===== src/rtl/exc_arb_pkg.sv =====
package exc_arb_pkg;

   typedef enum logic [2:0] {
      EXC_DEBUG   = 3'd0,
      EXC_ILLEGAL = 3'd1,
      EXC_TRAP    = 3'd2,
      EXC_NMI     = 3'd4,
      EXC_IRQ     = 3'd5
   } exc_id_e;

   localparam int NUM_CLASSES = 6;

endpackage


===== src/rtl/exc_irq_gate.sv =====
module exc_irq_gate #(
   parameter int LVL_W     = 3,
   parameter bit STRICT_GT = 1'b1
) (
   input  logic             irq_req,
   input  logic [LVL_W-1:0] irq_level,
   input  logic [LVL_W-1:0] sr_mask,
   output logic             irq_ok
);

   generate
      if (STRICT_GT) begin : g_strict
         assign irq_ok = irq_req && (irq_level > sr_mask);
      end else begin : g_incl
         assign irq_ok = irq_req && (irq_level >= sr_mask);
      end
   endgenerate

endmodule


===== src/rtl/exc_prio_select.sv =====
module exc_prio_select
   import exc_arb_pkg::*;
#(
   parameter int N = NUM_CLASSES
) (
   input  logic [N-1:0] req_vec,
   output logic         any_req,
   output exc_id_e      winner
);

   logic [N-1:0] blocked;

   // blocked[i] is set when some class numbered below i is pending
   assign blocked[0] = 1'b0;
   generate
      for (genvar i = 1; i < N; i++) begin : g_chain
         assign blocked[i] = blocked[i-1] | req_vec[i-1];
      end
   endgenerate

   always_comb begin
      winner  = EXC_DEBUG;
      any_req = |req_vec;
      for (int i = 0; i < N; i++) begin
         if (req_vec[i] && !blocked[i]) winner = exc_id_e'(i[2:0]);
      end
   end

endmodule


===== src/rtl/exc_vec_mux.sv =====
module exc_vec_mux
   import exc_arb_pkg::*;
#(
   parameter int VEC_W     = 9,
   parameter int OFS_W     = 6,
   parameter int OFS_SHIFT = 3,
   parameter int DBG_VEC   = 'h040,
   parameter int ILL_VEC   = 'h080,
   parameter int TRAP_VEC  = 'h0C0,
   parameter int NMI_AUTO  = 'h180,
   parameter int IRQ_AUTO  = 'h1C0
) (
   input  exc_id_e          sel,
   input  logic             nmi_autovec,
   input  logic             irq_autovec,
   input  logic [OFS_W-1:0] irq_offset,
   output logic [VEC_W-1:0] vec
);

   localparam int PAD_W = VEC_W - OFS_W - OFS_SHIFT;

   logic [VEC_W-1:0] ext_vec;

   generate
      if (PAD_W > 0) begin : g_pad
         assign ext_vec = {{PAD_W{1'b0}}, irq_offset, {OFS_SHIFT{1'b0}}};
      end else begin : g_nopad
         assign ext_vec = {irq_offset, {OFS_SHIFT{1'b0}}};
      end
   endgenerate

   always_comb begin
      unique case (sel)
         EXC_DEBUG:   vec = VEC_W'(DBG_VEC);
         EXC_ILLEGAL: vec = VEC_W'(ILL_VEC);
         EXC_TRAP:    vec = VEC_W'(TRAP_VEC);
         EXC_NMI:     vec = nmi_autovec ? VEC_W'(NMI_AUTO) : ext_vec;
         EXC_IRQ:     vec = irq_autovec ? VEC_W'(IRQ_AUTO) : ext_vec;
         default:     vec = '0;
      endcase
   end

endmodule


===== src/rtl/exc_vector_arbiter.sv =====
module exc_vector_arbiter
   import exc_arb_pkg::*;
#(
   parameter int LVL_W     = 3,
   parameter int OFS_W     = 6,
   parameter int OFS_SHIFT = 3,
   parameter int VEC_W     = 9,
   parameter int DBG_VEC   = 'h040,
   parameter int ILL_VEC   = 'h080,
   parameter int TRAP_VEC  = 'h0C0,
   parameter int NMI_AUTO  = 'h180,
   parameter int IRQ_AUTO  = 'h1C0
) (
   input  logic             clk,
   input  logic             rst_n,
   input  logic             dbg_req,
   input  logic             ill_req,
   input  logic             trap_req,
   input  logic             nmi_req,
   input  logic             nmi_autovec,
   input  logic             irq_req,
   input  logic [LVL_W-1:0] irq_level,
   input  logic             irq_autovec,
   input  logic [OFS_W-1:0] irq_offset,
   input  logic [LVL_W-1:0] sr_mask,
   output logic             take,
   output logic [2:0]       exc_id,
   output logic [VEC_W-1:0] vec_off
);

   localparam int MIN_VEC_W = OFS_W + OFS_SHIFT;
   localparam int VEC_LIM   = 1 << VEC_W;

   initial begin
      assert (VEC_W >= MIN_VEC_W)
         else $error("VEC_W too narrow for shifted offset");
      assert (NMI_AUTO < VEC_LIM && IRQ_AUTO < VEC_LIM)
         else $error("auto-vector does not fit VEC_W");
      assert (DBG_VEC < VEC_LIM && ILL_VEC < VEC_LIM && TRAP_VEC < VEC_LIM)
         else $error("internal vector does not fit VEC_W");
      assert (LVL_W >= 1) else $error("LVL_W must be positive");
   end

   logic                   irq_ok;
   logic [NUM_CLASSES-1:0] req_vec;
   logic                   any_req;
   exc_id_e                winner;
   logic [VEC_W-1:0]       vec_d;

   exc_irq_gate #(.LVL_W(LVL_W), .STRICT_GT(1'b1)) u_gate (
      .irq_req   (irq_req),
      .irq_level (irq_level),
      .sr_mask   (sr_mask),
      .irq_ok    (irq_ok)
   );

   // Bit index equals class number; class 3 has no source
   assign req_vec = {irq_ok, nmi_req, 1'b0, trap_req, ill_req, dbg_req};

   exc_prio_select #(.N(NUM_CLASSES)) u_sel (
      .req_vec (req_vec),
      .any_req (any_req),
      .winner  (winner)
   );

   exc_vec_mux #(
      .VEC_W(VEC_W), .OFS_W(OFS_W), .OFS_SHIFT(OFS_SHIFT),
      .DBG_VEC(DBG_VEC), .ILL_VEC(ILL_VEC), .TRAP_VEC(TRAP_VEC),
      .NMI_AUTO(NMI_AUTO), .IRQ_AUTO(IRQ_AUTO)
   ) u_vec (
      .sel         (winner),
      .nmi_autovec (nmi_autovec),
      .irq_autovec (irq_autovec),
      .irq_offset  (irq_offset),
      .vec         (vec_d)
   );

   always_ff @(posedge clk) begin
      if (!rst_n) begin
         take    <= 1'b0;
         exc_id  <= '0;
         vec_off <= '0;
      end else if (any_req) begin
         take    <= 1'b1;
         exc_id  <= winner;
         vec_off <= vec_d;
      end else begin
         take    <= 1'b0;
         exc_id  <= '0;
         vec_off <= '0;
      end
   end

   assert_dbg_first_R2: assert property (@(posedge clk) disable iff (!rst_n)
      dbg_req |=> (take && exc_id == 3'd0 && vec_off == VEC_W'(DBG_VEC)));

   assert_trap_over_ext_R4: assert property (@(posedge clk) disable iff (!rst_n)
      (trap_req && !dbg_req && !ill_req) |=> (take && exc_id == 3'd2));

   assert_nmi_auto_R7: assert property (@(posedge clk) disable iff (!rst_n)
      (nmi_req && nmi_autovec && !dbg_req && !ill_req && !trap_req)
      |=> (exc_id == 3'd4 && vec_off == VEC_W'(NMI_AUTO)));

   assert_irq_masked_R6: assert property (@(posedge clk) disable iff (!rst_n)
      (!dbg_req && !ill_req && !trap_req && !nmi_req && irq_level <= sr_mask)
      |=> !take);

   assert_idle_no_take_R9: assert property (@(posedge clk) disable iff (!rst_n)
      (!dbg_req && !ill_req && !trap_req && !nmi_req && !irq_req)
      |=> (!take && vec_off == '0));

   assert_no_class3_R10: assert property (@(posedge clk) disable iff (!rst_n)
      take |-> (exc_id != 3'd3 && exc_id <= 3'd5));

endmodule


===== config.mk =====
export PLATFORM = sky130hd
export DESIGN_NAME = exc_vector_arbiter
export DESIGN_NICKNAME = d
export VERILOG_FILES = /design/src/rtl/exc_arb_pkg.sv /design/src/rtl/exc_irq_gate.sv /design/src/rtl/exc_prio_select.sv /design/src/rtl/exc_vec_mux.sv /design/src/rtl/exc_vector_arbiter.sv
export SDC_FILE = /design/constraint.sdc
export NUM_CORES = 1
export LEC_CHECK = 0
export ABC_AREA = 0
export BUFFER_PORTS_ARGS = -buffer_cell sky130_fd_sc_hd__buf_2
export CELL_PAD_IN_SITES_DETAIL_PLACEMENT = 0
export CELL_PAD_IN_SITES_GLOBAL_PLACEMENT = 1
export CORE_MARGIN = 2
export CORE_UTILIZATION = 30
export DETAILED_ROUTE_END_ITERATION = 10
export GPL_TIMING_DRIVEN = 1
export PLACE_DENSITY_LB_ADDON = 0.1
export SLEW_MARGIN = 10
export SYNTH_ARGS = -nofsm -noshare
export SYNTH_HDL_FRONTEND = slang
export SYNTH_SLANG_ARGS = --single-unit

===== constraint.sdc =====
create_clock -name clk -period 2.8 [get_ports clk]
set_input_delay 0.14 -clock clk [delete_from_list [all_inputs] [get_ports clk]]
set_output_delay 0.14 -clock clk [all_outputs]
set_load 0.01 [all_outputs]

# Word-level counts from Yosys, hierarchy flattened
# Index checks and enable logic that the tools add are counted.
# word_totals
reg_bits,13
elab_cells,31
output_inout_bits,13
# classes
muxes,8
reduce_logical,12
magnitude_cmp,1
bitwise_logic,3
n_eq_ne,4
# op_table
op,n
$pmux 9 s5,1
$mux 9,2
$mux 3,3
$eq 3x3->1 const B,2
$logic_and 1x1->1,5
$reduce_or 5->1,1
$logic_not 1->1,4
$eq 3x1->1 const B,1
$eq 3x2->1 const B,1
$gt 3x3->1,1
$logic_not 3->1,1
$or 1x1->1,3
$mux 1,2
$reduce_and 2->1,1

# Logic depth before layout (Yosys ltp)
# logic_depth
depth_word,8
ltp_mapped,6
mapped_depth_nobuf,6

# Cells and area by module
# From an unflattened synthesis, not the netlist that was laid out.
# unflattened
cells_unflattened,72
area_unflattened_um2,654.4
# modules_own_cells
mod,area_per_inst_um2,n_inst,cells_per_inst,seq_area_each_um2
exc_vector_arbiter,369.1,1,29,260.2
exc_vec_mux,143.9,1,22,0.0
exc_irq_gate,83.8,1,11,0.0
exc_prio_select,57.6,1,10,0.0

# Worst setup path after synthesis
# OpenSTA, ideal clock, no wires.
# synth_timing
path_kind,input port to flip-flop
start,in sr_mask[2]
end,reg vec_off[6]
required_ns,2.681
setup_ns,0.119
arrival_time_ns,1.136
setup_slack_ns,1.545
stages,6
cell_sequence,inv_1 ha_1 nor2_1 a31oi_2 and2_2 o221a_2
# synth_via
elab_chain_len,6
elab_cells_between_ends,12
cone_classes,order compare: 1; eq/ne: 4; mux: 2; reduce/logical: 5
# synth_rtl
element,line_no,rtl
"start, declared",exc_vector_arbiter.sv:25,"input logic [LVL_W-1:0] sr_mask,"
$gt 3x3->1 *,exc_irq_gate.sv:13,assign irq_ok = irq_req && (irq_level > sr_mask);
$logic_and 1x1->1 *,exc_irq_gate.sv:13,
$logic_and 1x1->1,exc_prio_select.sv:25,if (req_vec[i] && !blocked[i]) winner = exc_id_e'(i[2:0]);
$mux 3,exc_prio_select.sv:25,
$eq 3x3->1 (tied with other cells),exc_vec_mux.sv:33,unique case (sel)
$pmux 9 s5,exc_vec_mux.sv:33,
"end signal, assigned",exc_vector_arbiter.sv:86,vec_off <= vec_d;
"end, declared",exc_vector_arbiter.sv:28,output logic [VEC_W-1:0] vec_off
# Mark *: on every way between the ends. The rest lies on a longest branch, timed or not.
# A chain may end at the register's enable or synchronous reset.

# Worst setup path after layout
# layout_timing
start,in irq_level[1]
end,reg vec_off[7]
# layout_via
elab_chain_len,6
elab_cells_between_ends,12
cone_classes,order compare: 1; eq/ne: 4; mux: 2; reduce/logical: 5
# layout_rtl
element,line_no,rtl
"start, declared",exc_vector_arbiter.sv:22,"input logic [LVL_W-1:0] irq_level,"
$gt 3x3->1 *,exc_irq_gate.sv:13,
$logic_and 1x1->1 *,exc_irq_gate.sv:13,
$logic_and 1x1->1,exc_prio_select.sv:25,
$mux 3,exc_prio_select.sv:25,
$eq 3x3->1 (tied with other cells),exc_vec_mux.sv:33,
$pmux 9 s5,exc_vec_mux.sv:33,
# Marked as above.

==> metrics.md <==
| Metric | Value |
|---|---|
| Full die area | `0.00219 sq mm` |
| GRT overflow | `0` |
| TritonRoute pass-1 iters | `4` |
| TritonCTS Sinks | `10` |
| Clk root buf | `clkbuf_4` |
| Clock period minus final worst setup slack | `1160 ps` |
| Detailed-route DRC error count | `0` |
| Critical path endpoint | `vec_off[7]` |
| Worst VDD drop | `0.000153 V` |
| Area Overhead vs Synth | `35.9%` |
| Cells after Synth | `64` |
| Number of global-route vias before repair | `488` |
| Initial antenna violation count | `0` |
| Port Buf Inserts | `30` |
| First-pass GRT wire length | `1.97 mm` |
| I/O pin total | `34` |
| Starting density of the core | `31.9%` |
| Synth Register Bits | `10` |
| Avg Cell Area, Syn | `8.60 sq um` |
| Max FO, Critical Path | `7` |
| Period utilization | `41.3%` |
| Register area share after synthesis | `36.4%` |
| Fin area | `748 sq um` |
| Met3 Use GR | `2.69%` |
| Multi-input gate area | `308 sq um` |
| Die height | `46.8 um` |
| Syn. warnings | `0` |
| Dpl cells | `117` |
| Non-Filler Instances | `121` |
| Inserted Diodes | `0` |
| CTS tree | `yes` |
| Status | `finished, final reports clean` |
| Nets@finish | `121` |
| Most frequent cells in the layout | `buf_2, nor2_1, dfxtp_1` |
| GR peak layer | `met2` |
| RSZ-0062 raised after global routing | `no` |
| Max cap viols | `0` |
| GP Congestion | `0.787` |
| Dpl cell area | `712 sq um` |
| Final hold violations | `0` |
| Seq. cell area | `200 sq um` |
| Vias/cell | `4.56` |
| Leak | `0.366 nW` |
| Startpoint class of the critical path | `input port` |
| Leading cell type in the layout, fill and taps excluded | `buf_2` |
| Worst setup path startpoint | `irq_level[1]` |
| CTS Buf Count | `3` |
| CTS Hold Bufs | `0` |
| Postcts setup bufs | `0` |
| FP Rows | `15` |
| H-tree Lvls | `1` |
| Area of the core | `0.00173 sq mm` |
| Max clock buf depth | `2` |
| CTS clk-pin slew, worst paths | `70 ps` |
| Largest net degree at the start of global routing | `11` |
| Via count | `552` |
| WL/cell | `10.3 um` |
| HPWL Detailed | `1.02 mm` |
| Total GRT Usage | `13.0%` |
| CP Data Required Time | `2980 ps` |
| GR Util met2 | `20.3%` |
| Fill count | `208` |
| Crit end category | `register` |
| Setup violators final | `0` |
| Layout cells sized above 1 | `41.7%` |
| Total power draw | `347 uW` |
| PD cells | `463 mW/mm^2` |
| Hold path depth | `3` |
| Hold Crit Class | `in -> reg` |
| Setup CP Type | `in -> reg` |
| Die Wd | `46.8 um` |
| Post-route ant nets | `0` |
| Fin Setup TNS | `0 ps` |
| Initial DRC Count | `17` |
| Max Slew Vio Count | `0` |
| Synth cell types | `28` |
| Routed WL | `1.24 mm` |
| Met1 usage | `14.7%` |
| Mapped Area | `551 sq um` |
| F_max | `864 MHz` |
| Resized Gates After CTS | `0` |
| Arr. time, crit path | `1330 ps` |
worst max-delay path, stage by stage:
cell	delay, ps
buf_2	100
ha_1	310
a31oi_2	360
o211ai_1	140
a311oi_1	290
cell families (layout without fill, tap and decap cells):
kind of cell               count (synthesis)  in the layout  synth area share [%]
adders and majority gates                  3              3                  6.82
AOI/OAI and AO/OA                         18             18                  26.6
other                                      1              3                 0.681
DFF                                       10             10                  36.4
and+or+nand+nor                           22             22                  20.5
buffers and inverters                     10             40                  9.09
through the flow:
step	setup WS (ps)	hold WS [ps]	util [%]
after floorplan	1540	216	-
after global placement	1380	354	41.2
after detailed placement	1370	362	41.2
after CTS	1650	74.6	43.3
after global routing	1540	90.6	43.3
final	1640	79.6	43.3
power by group:
| group | total, mW | internal, mW | leakage (nW) | switching [mW] |
|---|---|---|---|---|
| Combinational | 0.0695 | 0.0302 | 0.263 | 0.0393 |
| Sequential | 0.148 | 0.147 | 0.0819 | 0.00106 |
| Clock | 0.129 | 0.0789 | 0.0210 | 0.0501 |
cell usage after synthesis, drive strengths merged:
cell type  instances  area (sq um)
o21a               2          15.0
nand2b             1          6.26
o221ai             1          8.76
dfxtp             10           200
nor4b              1          15.0
a21boi             2          18.8
nor3               1          10.0
ha                 3          37.5
nor2              10          37.5
o2111ai            1          8.76
inv                6          22.5
o31ai              1          7.51
and2               1          7.51
o21ai              2          10.0
a211oi             1          7.51
nand2              7          26.3
a32oi              1          8.76
buf                4          27.5
a311oi             1          8.76
o221a              1          11.3
o211ai             1          7.51
a31oi              3          25.0
conb               1          3.75
nor4bb             1          10.0
a41oi              1          8.76
per-layer routing:
layer | wire (um) | share of wire (%) | vias up
met5 | 0 | 0 | -
met4 | 38 | 3.1 | 0
met3 | 72 | 5.8 | 5
met2 | 595 | 48 | 22
met1 | 537 | 43 | 237
li1 | - | - | 288
final cells by class:
| cell class | instances | area share, % |
|---|---|---|
| inverter | 6 | 3.01 |
| multi-input combinational | 46 | 41.1 |
| sequential | 10 | 26.8 |
| tap | 25 | 4.18 |
| clock buffer | 4 | 4.85 |
| timing repair buffer | 30 | 20.1 |
state kept, by name, indices dropped and copies added (netlist names):
| name | cells |
|---|---|
| vec_off | 6 |
| exc_id | 3 |
| take | 1 |
worst min-delay path by stage:
stage,start,to,slack [ps]
after floorplan,dbg_req,exc_id[1],220
after global placement,irq_offset[2],vec_off[5],350
after detailed placement,irq_offset[0],vec_off[3],360
after CTS,irq_offset[2],vec_off[5],70
after global routing,irq_offset[2],vec_off[5],90
final,irq_offset[0],vec_off[3],80
(Power assumes the default switching activity.)
